===== config.mk =====
export PLATFORM = sky130hd
export DESIGN_NAME = supply_supervisor
export DESIGN_NICKNAME = d
export VERILOG_FILES = /design/src/rtl/supv_pkg.sv /design/src/rtl/supv_sync.sv /design/src/rtl/supv_stretch.sv /design/src/rtl/supv_wdog.sv /design/src/rtl/supply_supervisor.sv
export SDC_FILE = /design/constraint.sdc
export NUM_CORES = 1
export LEC_CHECK = 0
export BUFFER_PORTS_ARGS = -buffer_cell sky130_fd_sc_hd__buf_4
export CAP_MARGIN = 10
export CORE_MARGIN = 5
export CORE_UTILIZATION = 25
export CTS_BUF_LIST = sky130_fd_sc_hd__clkbuf_2 sky130_fd_sc_hd__clkbuf_4 sky130_fd_sc_hd__clkbuf_8
export CTS_CLUSTER_SIZE = 30
export DETAILED_ROUTE_END_ITERATION = 8
export PLACE_DENSITY = 0.42
export SLEW_MARGIN = 20
export SYNTH_ARGS = -nofsm -noshare
export SYNTH_HDL_FRONTEND = slang
export SYNTH_SLANG_ARGS = --single-unit

===== constraint.sdc =====
create_clock -name clk -period 2.1 [get_ports clk]
set_input_delay 0.315 -clock clk [delete_from_list [all_inputs] [get_ports clk]]
set_output_delay 0.315 -clock clk [all_outputs]
set_load 0.1 [all_outputs]

===== src/rtl/supv_pkg.sv =====
package supv_pkg;

  // Stretch multiplier select; value n multiplies the base count by 2**n.
  typedef enum logic [1:0] {
    TMO_X1 = 2'b00,
    TMO_X2 = 2'b01,
    TMO_X4 = 2'b10,
    TMO_X8 = 2'b11
  } tmo_sel_e;

  localparam int unsigned MAX_MULT = 8;

endpackage


===== src/rtl/supv_sync.sv =====
module supv_sync #(
  parameter int unsigned WIDTH  = 5,
  parameter int unsigned STAGES = 2
) (
  input  logic             clk,
  input  logic             rst_n,
  input  logic [WIDTH-1:0] d,
  output logic [WIDTH-1:0] q
);

  // One shift chain per bit; all bits start "not good" after logic reset.
  for (genvar b = 0; b < WIDTH; b++) begin : g_bit
    logic [STAGES-1:0] chain;
    always_ff @(posedge clk or negedge rst_n) begin
      if (!rst_n) chain <= '0;
      else        chain <= {chain[STAGES-2:0], d[b]};
    end
    assign q[b] = chain[STAGES-1];
  end

endmodule


===== src/rtl/supv_stretch.sv =====
module supv_stretch
  import supv_pkg::*;
#(
  parameter int unsigned BASE_TICKS = 50,
  localparam int unsigned CNT_W     = $clog2(BASE_TICKS * MAX_MULT + 1)
) (
  input  logic     clk,
  input  logic     rst_n,
  input  logic     tick,
  input  logic     all_ok,
  input  logic     wd_fire,
  input  tmo_sel_e sel,
  output logic     rst_q
);

  logic [CNT_W-1:0] cnt;
  logic [CNT_W-1:0] limit;
  logic             at_end;

  always_comb begin
    unique case (sel)
      TMO_X1:  limit = CNT_W'(BASE_TICKS);
      TMO_X2:  limit = CNT_W'(BASE_TICKS * 2);
      TMO_X4:  limit = CNT_W'(BASE_TICKS * 4);
      default: limit = CNT_W'(BASE_TICKS * 8);
    endcase
  end

  assign at_end = (cnt >= limit - CNT_W'(1));

  always_ff @(posedge clk or negedge rst_n) begin
    if (!rst_n) begin
      rst_q <= 1'b1;
      cnt   <= '0;
    end else if (!all_ok || wd_fire) begin
      rst_q <= 1'b1;
      cnt   <= '0;
    end else if (rst_q && tick) begin
      if (at_end) begin
        rst_q <= 1'b0;
        cnt   <= '0;
      end else begin
        cnt <= cnt + CNT_W'(1);
      end
    end
  end

  a_r1_supply_low_holds: assert property (@(posedge clk) disable iff (!rst_n)
    !all_ok |=> rst_q);
  a_r4_drop_restarts: assert property (@(posedge clk) disable iff (!rst_n)
    !all_ok |=> cnt == '0);
  a_r3_count_below_limit: assert property (@(posedge clk) disable iff (!rst_n)
    cnt < limit);
  a_r2_release_on_good_tick: assert property (@(posedge clk) disable iff (!rst_n)
    $fell(rst_q) |-> $past(all_ok && tick));
  a_r5_fire_restarts_stretch: assert property (@(posedge clk) disable iff (!rst_n)
    wd_fire |=> rst_q && cnt == '0);

endmodule


===== src/rtl/supv_wdog.sv =====
module supv_wdog #(
  parameter int unsigned WDOG_TICKS = 1600,
  localparam int unsigned WD_W      = $clog2(WDOG_TICKS + 1)
) (
  input  logic clk,
  input  logic rst_n,
  input  logic tick,
  input  logic strobe_s,
  input  logic wdog_float,
  input  logic rst_q,
  output logic wd_fire
);

  logic            strobe_d;
  logic            edge_seen;
  logic            clr;
  logic [WD_W-1:0] wcnt;
  logic            at_end;

  assign edge_seen = strobe_s ^ strobe_d;
  assign clr       = rst_q | edge_seen | wdog_float;
  assign at_end    = (wcnt == WD_W'(WDOG_TICKS - 1));
  assign wd_fire   = tick & ~clr & at_end;

  always_ff @(posedge clk or negedge rst_n) begin
    if (!rst_n) begin
      strobe_d <= 1'b0;
      wcnt     <= '0;
    end else begin
      strobe_d <= strobe_s;
      if (clr || wd_fire) wcnt <= '0;
      else if (tick)      wcnt <= wcnt + WD_W'(1);
    end
  end

  a_r6_reset_clears: assert property (@(posedge clk) disable iff (!rst_n)
    rst_q |=> wcnt == '0);
  a_r6_edge_clears: assert property (@(posedge clk) disable iff (!rst_n)
    edge_seen |=> wcnt == '0);
  a_r7_float_blocks: assert property (@(posedge clk) disable iff (!rst_n)
    wdog_float |-> !wd_fire);
  a_r5_window_bound: assert property (@(posedge clk) disable iff (!rst_n)
    wcnt < WD_W'(WDOG_TICKS));

endmodule


===== src/rtl/supply_supervisor.sv =====
module supply_supervisor
  import supv_pkg::*;
#(
  parameter int unsigned NUM_SUPPLIES = 3,
  parameter int unsigned SYNC_STAGES  = 2,
  parameter int unsigned BASE_TICKS   = 50,
  parameter int unsigned WDOG_TICKS   = 1600
) (
  input  logic                    clk,
  input  logic                    rst_n,
  input  logic                    tick,
  input  logic [NUM_SUPPLIES-1:0] supply_ok_raw,
  input  logic                    pfail_ok_raw,
  input  logic                    wdog_strobe_raw,
  input  logic                    wdog_float,
  input  logic [1:0]              tmo_sel,
  input  logic                    reset_active_high,
  output logic                    sys_reset,
  output logic                    pwr_fail_n
);

  localparam int unsigned SYNC_W = NUM_SUPPLIES + 2;

  logic [SYNC_W-1:0]       raw_bus;
  logic [SYNC_W-1:0]       sync_bus;
  logic [NUM_SUPPLIES-1:0] supply_s;
  logic                    pfail_s;
  logic                    strobe_s;
  logic                    all_ok;
  logic                    wd_fire;
  logic                    rst_q;

  assign raw_bus = {wdog_strobe_raw, pfail_ok_raw, supply_ok_raw};

  supv_sync #(.WIDTH(SYNC_W), .STAGES(SYNC_STAGES)) u_sync (
    .clk (clk),
    .rst_n (rst_n),
    .d (raw_bus),
    .q (sync_bus)
  );

  assign supply_s = sync_bus[NUM_SUPPLIES-1:0];
  assign pfail_s  = sync_bus[NUM_SUPPLIES];
  assign strobe_s = sync_bus[NUM_SUPPLIES+1];
  assign all_ok   = &supply_s;

  supv_stretch #(.BASE_TICKS(BASE_TICKS)) u_stretch (
    .clk (clk),
    .rst_n (rst_n),
    .tick (tick),
    .all_ok (all_ok),
    .wd_fire (wd_fire),
    .sel (tmo_sel_e'(tmo_sel)),
    .rst_q (rst_q)
  );

  supv_wdog #(.WDOG_TICKS(WDOG_TICKS)) u_wdog (
    .clk (clk),
    .rst_n (rst_n),
    .tick (tick),
    .strobe_s (strobe_s),
    .wdog_float (wdog_float),
    .rst_q (rst_q),
    .wd_fire (wd_fire)
  );

  assign sys_reset  = reset_active_high ? rst_q : ~rst_q;
  assign pwr_fail_n = pfail_s;

  a_r8_pfail_ignores_reset: assert property (@(posedge clk) disable iff (!rst_n)
    $rose(rst_q) && $stable(pfail_s) |-> $stable(pwr_fail_n));

endmodule


==> metrics.sh <==
DRT-WIRELENGTH-PER-CELL_UM=12.97
WORSTHOLDSTART='supply_ok_raw[0]'
WORSTSETUPSTARTPOINTTYPE='flop'
DETAIL_ROUTE.VIAS_PER_CELL=4.722
CLOCK-SINKS=32
FINALPOWER_mW=1.223
STD_CELL_ROWS=29
LAYOUT_COMMON_CELLS='sky130_fd_sc_hd__dfrtp_1, sky130_fd_sc_hd__buf_4, sky130_fd_sc_hd__nor2_1, sky130_fd_sc_hd__ha_1'
AREA.GROWTH.SYNTH_TO_FINAL_PCT=19.53
CRIT_TYPE='flop to flop'
GRT_UTIL_ALL_LAYERS_PCT=8.605
ANTENNA-DIODE-COUNT=0
WORST_SETUP_HOLD_PATH_CLK_SLEW_NS=0.07
POWER_PER_CELL_AREA_nW_PER_UM2=616.4
FINAL_MAX_SLEW_VIOL_COUNT=0
GRT_MAX_DEGREE=33
ROUTED-VIA-COUNT=1204
SYN_AREA_PER_CELL_UM2=10.77
SYNTH_EDF_COUNT=0
RR_STARTPOINT='u_stretch.cnt[1]$_DFFE_PN0P_'
UNREPAIRED_SETUP_ENDPOINTS_AFTER_GLOBAL_ROUTING='false'
FLOORPLAN.IO_PINS=14
POSTROUTEANTENNANETS=0
DP_HPWL_UM=2423
WORSTPATHMAXFANOUT=8
WORST-ENDPOINT-ARRIVAL_NS=2.09
TIMING.CRITICAL_PATH.DEPTH=6
DIE_HEIGHT_UM=91.47
RELATIVE_SLEW_MARGINS_PCT=65.87
MAX-CLOCK-PATH-BUFFERS=2
HOLD_CLASS='primary input to flop'
HOLD_WS_NS=0.1378
LEAKAGEPOWER_nW=0.8550
RUN_STATUS='complete, no violations'
MAX-CAP-VIOLATIONS=0
POST-ROUTE-UTIL_PCT=31.05
SYNTH_ASYNC_SR_FLOP_SHARE_PCT=100.0
FIN_CRIT_SH_PCT=90.75
DR.PASS1.ITERS=4
NUMBER_OF_ANTENNA_VIOLATIONS_AT_THE_FIRST_CHECK_IN_GLOBAL_ROUTING=0
DRT_FIRST_ITER_VIOLATIONS=34
CRIT_CHAIN='ha_1 > a211oi_1 > o21ai_0 > o211ai_1 > nand3b_4 > o31ai_1'
CP_SLOWEST_STAGE_DELAY_NS=0.42
NUM-NETS-FINAL=202
GP_CONGESTION=0.8261
SYNTHDISTINCTLIBCELLS=37
DESIGN.CORE.AREA_UM2=6386
CRIT_PATH_TOP_DELAY_CELL='sky130_fd_sc_hd__dfrtp_1'
MAPPEDNETLISTNETS=179
CLKLATENCYLATEPIN_NS=0.28
FINALHOLDVIOLATIONS=0
CTS_TREE='yes'
POST-ROUTE-DRC-COUNT=0
CTS_INSERTED_BUFFERS=5
YS.WARNINGS.COUNT=0
CRIT_START='u_stretch.cnt[1]$_DFFE_PN0P_'
WORSTPATHREQUIRED_NS=2.29
WORST_PATH_DOMINANT_CELL_FAMILY='compound AO/OA/AOI/OAI gates'
VIAS_IN_THE_FIRST_GLOBAL_ROUTE=1249
WORST-SLEW-PIN-TRANSITION_NS=0.5097
FP.DIEAREA_UM2=8366
HOLD-PATH-CELL-COUNT=1
SETUP_VIOL=0
CRIT_BUF_INV=0
SYN-INSTANCE-COUNT=154
SETUP_TNS_NS=0
RR_WORST_DEPTH=6
FLOORPLAN.DIE.WIDTH_UM=91.47
CLK_ROOT_BUFFER_CELL='sky130_fd_sc_hd__clkbuf_8'
TIMING.CLOCK.SKEW_NS=0.005127
SYN-CELL-AREA_UM2=1659
CTS_SETUP_BUFFERS=0
DRT_WL_TOTAL_UM=3308
R2R_SLACK_NS=0.19
YOSYS_MOST_USED_DFF='sky130_fd_sc_hd__dfrtp_1'
HTREE_LEVELS=2
FINAL_COMMON_CELL='sky130_fd_sc_hd__dfrtp_1'
DRIVE_GT1_SHARE_PCT=19.10
GLOBAL_ROUTE_WIRE_LENGTH_BEFORE_REPAIR_UM=5775
FMAX_GHz=0.5247
INITIAL_CORE_UTIL_PCT=25.98
YOSYS_REGISTER_BITS=32
LAYOUT_MIN_CYCLE_TIME_NS=1.906
SYNTH.YOSYS.SEQ_AREA_SHARE_PCT=48.34
IR_DROP_V=0.0003920
WORST_SETUP_PATH_END_KIND='flop'
PORTBUFFERS=13
GRT_REMAINING_OVERFLOW=0
==> final timing paths <==
kind | to
min | u_sync.g_bit[0].chain[0]$_DFF_PN0_
max | u_stretch.cnt[3]$_DFFE_PN0P_
min reg2reg | u_sync.g_bit[3].chain[1]$_DFF_PN0_
max reg2reg | u_stretch.cnt[3]$_DFFE_PN0P_
max in group asynchronous | u_stretch.rst_q$_DFFE_PN1P_
min in group asynchronous | u_wdog.wcnt[5]$_DFFE_PN0P_
==> what timing repair did <==
| action | CTS | global route |
|---|---|---|
| endpoints found under the setup margin | 0 | 1 |
| hold endpoints to repair | 31 | 0 |
| hold buffers | 1 | 0 |
| resized for setup | 0 | 0 |
==> where the power goes <==
part	total [mW]	internal [mW]	switching (mW)	leakage, nW
sequential	0.635	0.629	0.00588	0.418
clock	0.489	0.261	0.228	0.0510
combinational	0.0983	0.0367	0.0616	0.386
total	1.22	0.927	0.295	0.855
==> metal layers <==
layer	vias to the layer above	GRT usage, %	share of wire (%)	routed length [µm]
li1	588	-	-	-
met1	581	10.09	44	1468
met2	28	14.32	50	1640
met3	7	2.562	4.2	140
met4	0	4.034	1.8	59
met5	-	0	0	0
==> stage by stage <==
stage | instances | setup slack (ns) | area [µm²]
final | 255 | 0.1942 | 1983
after global routing | 255 | 0.05158 | 1983
after CTS | 255 | 0.1168 | 1983
after detailed placement | 246 | -0.05237 | 1881
after global placement | 246 | -0.01606 | 1881
after floorplan | 154 | 0.1032 | 1667
==> registers in the layout (all words and copies together) (netlist names) <==
| signal | count |
|---|---|
| u_wdog.wcnt | 11 |
| u_sync.g_bit.chain | 10 |
| u_stretch.cnt | 9 |
| u_stretch.rst_q | 1 |
| u_wdog.strobe_d | 1 |
==> logic make-up after synthesis <==
logic type                 count (synthesis)  share of synthesized area, %
muxes                                      1                        0.6033
buffers and inverters                     13                         3.319
and+or+nand+nor                           55                         19.53
xor gates and xnor gates                  12                         6.335
AOI/OAI and AO/OA                         28                         12.07
adders and majority gates                 13                         9.804
DFF                                       32                         48.34
==> final cells by class <==
type,instances,area (µm²)
clock buffers,6,82.58
clock inverters,2,10.01
fillers,662,4403
inverters,10,37.54
multi-input cells,109,809.5
flip-flops and latches,32,802.0
well taps,77,96.34
repair buffers,19,145.1
==> worst register-to-register path: stages (launching register included) <==
cell and delay (ns):
sky130_fd_sc_hd__dfrtp_1 0.42, sky130_fd_sc_hd__ha_1 0.31, sky130_fd_sc_hd__a211oi_1 0.22, sky130_fd_sc_hd__o21ai_0 0.13, sky130_fd_sc_hd__o211ai_1 0.25, sky130_fd_sc_hd__nand3b_4 0.19
sky130_fd_sc_hd__o31ai_1 0.29
==> cell usage after synthesis (4+ instances only) <==
master	number	area (µm²)
sky130_fd_sc_hd__dfrtp_1	31	775.7
sky130_fd_sc_hd__nor2_1	15	56.30
sky130_fd_sc_hd__ha_1	13	162.7
sky130_fd_sc_hd__inv_1	10	37.54
sky130_fd_sc_hd__nand2_1	10	37.54
sky130_fd_sc_hd__nand3_1	9	45.04
sky130_fd_sc_hd__xor2_1	7	61.31
sky130_fd_sc_hd__o21ai_0	5	25.02
sky130_fd_sc_hd__xnor2_1	5	43.79
sky130_fd_sc_hd__a32oi_1	4	35.03
Note: power is estimated with default switching activity, not from simulation.
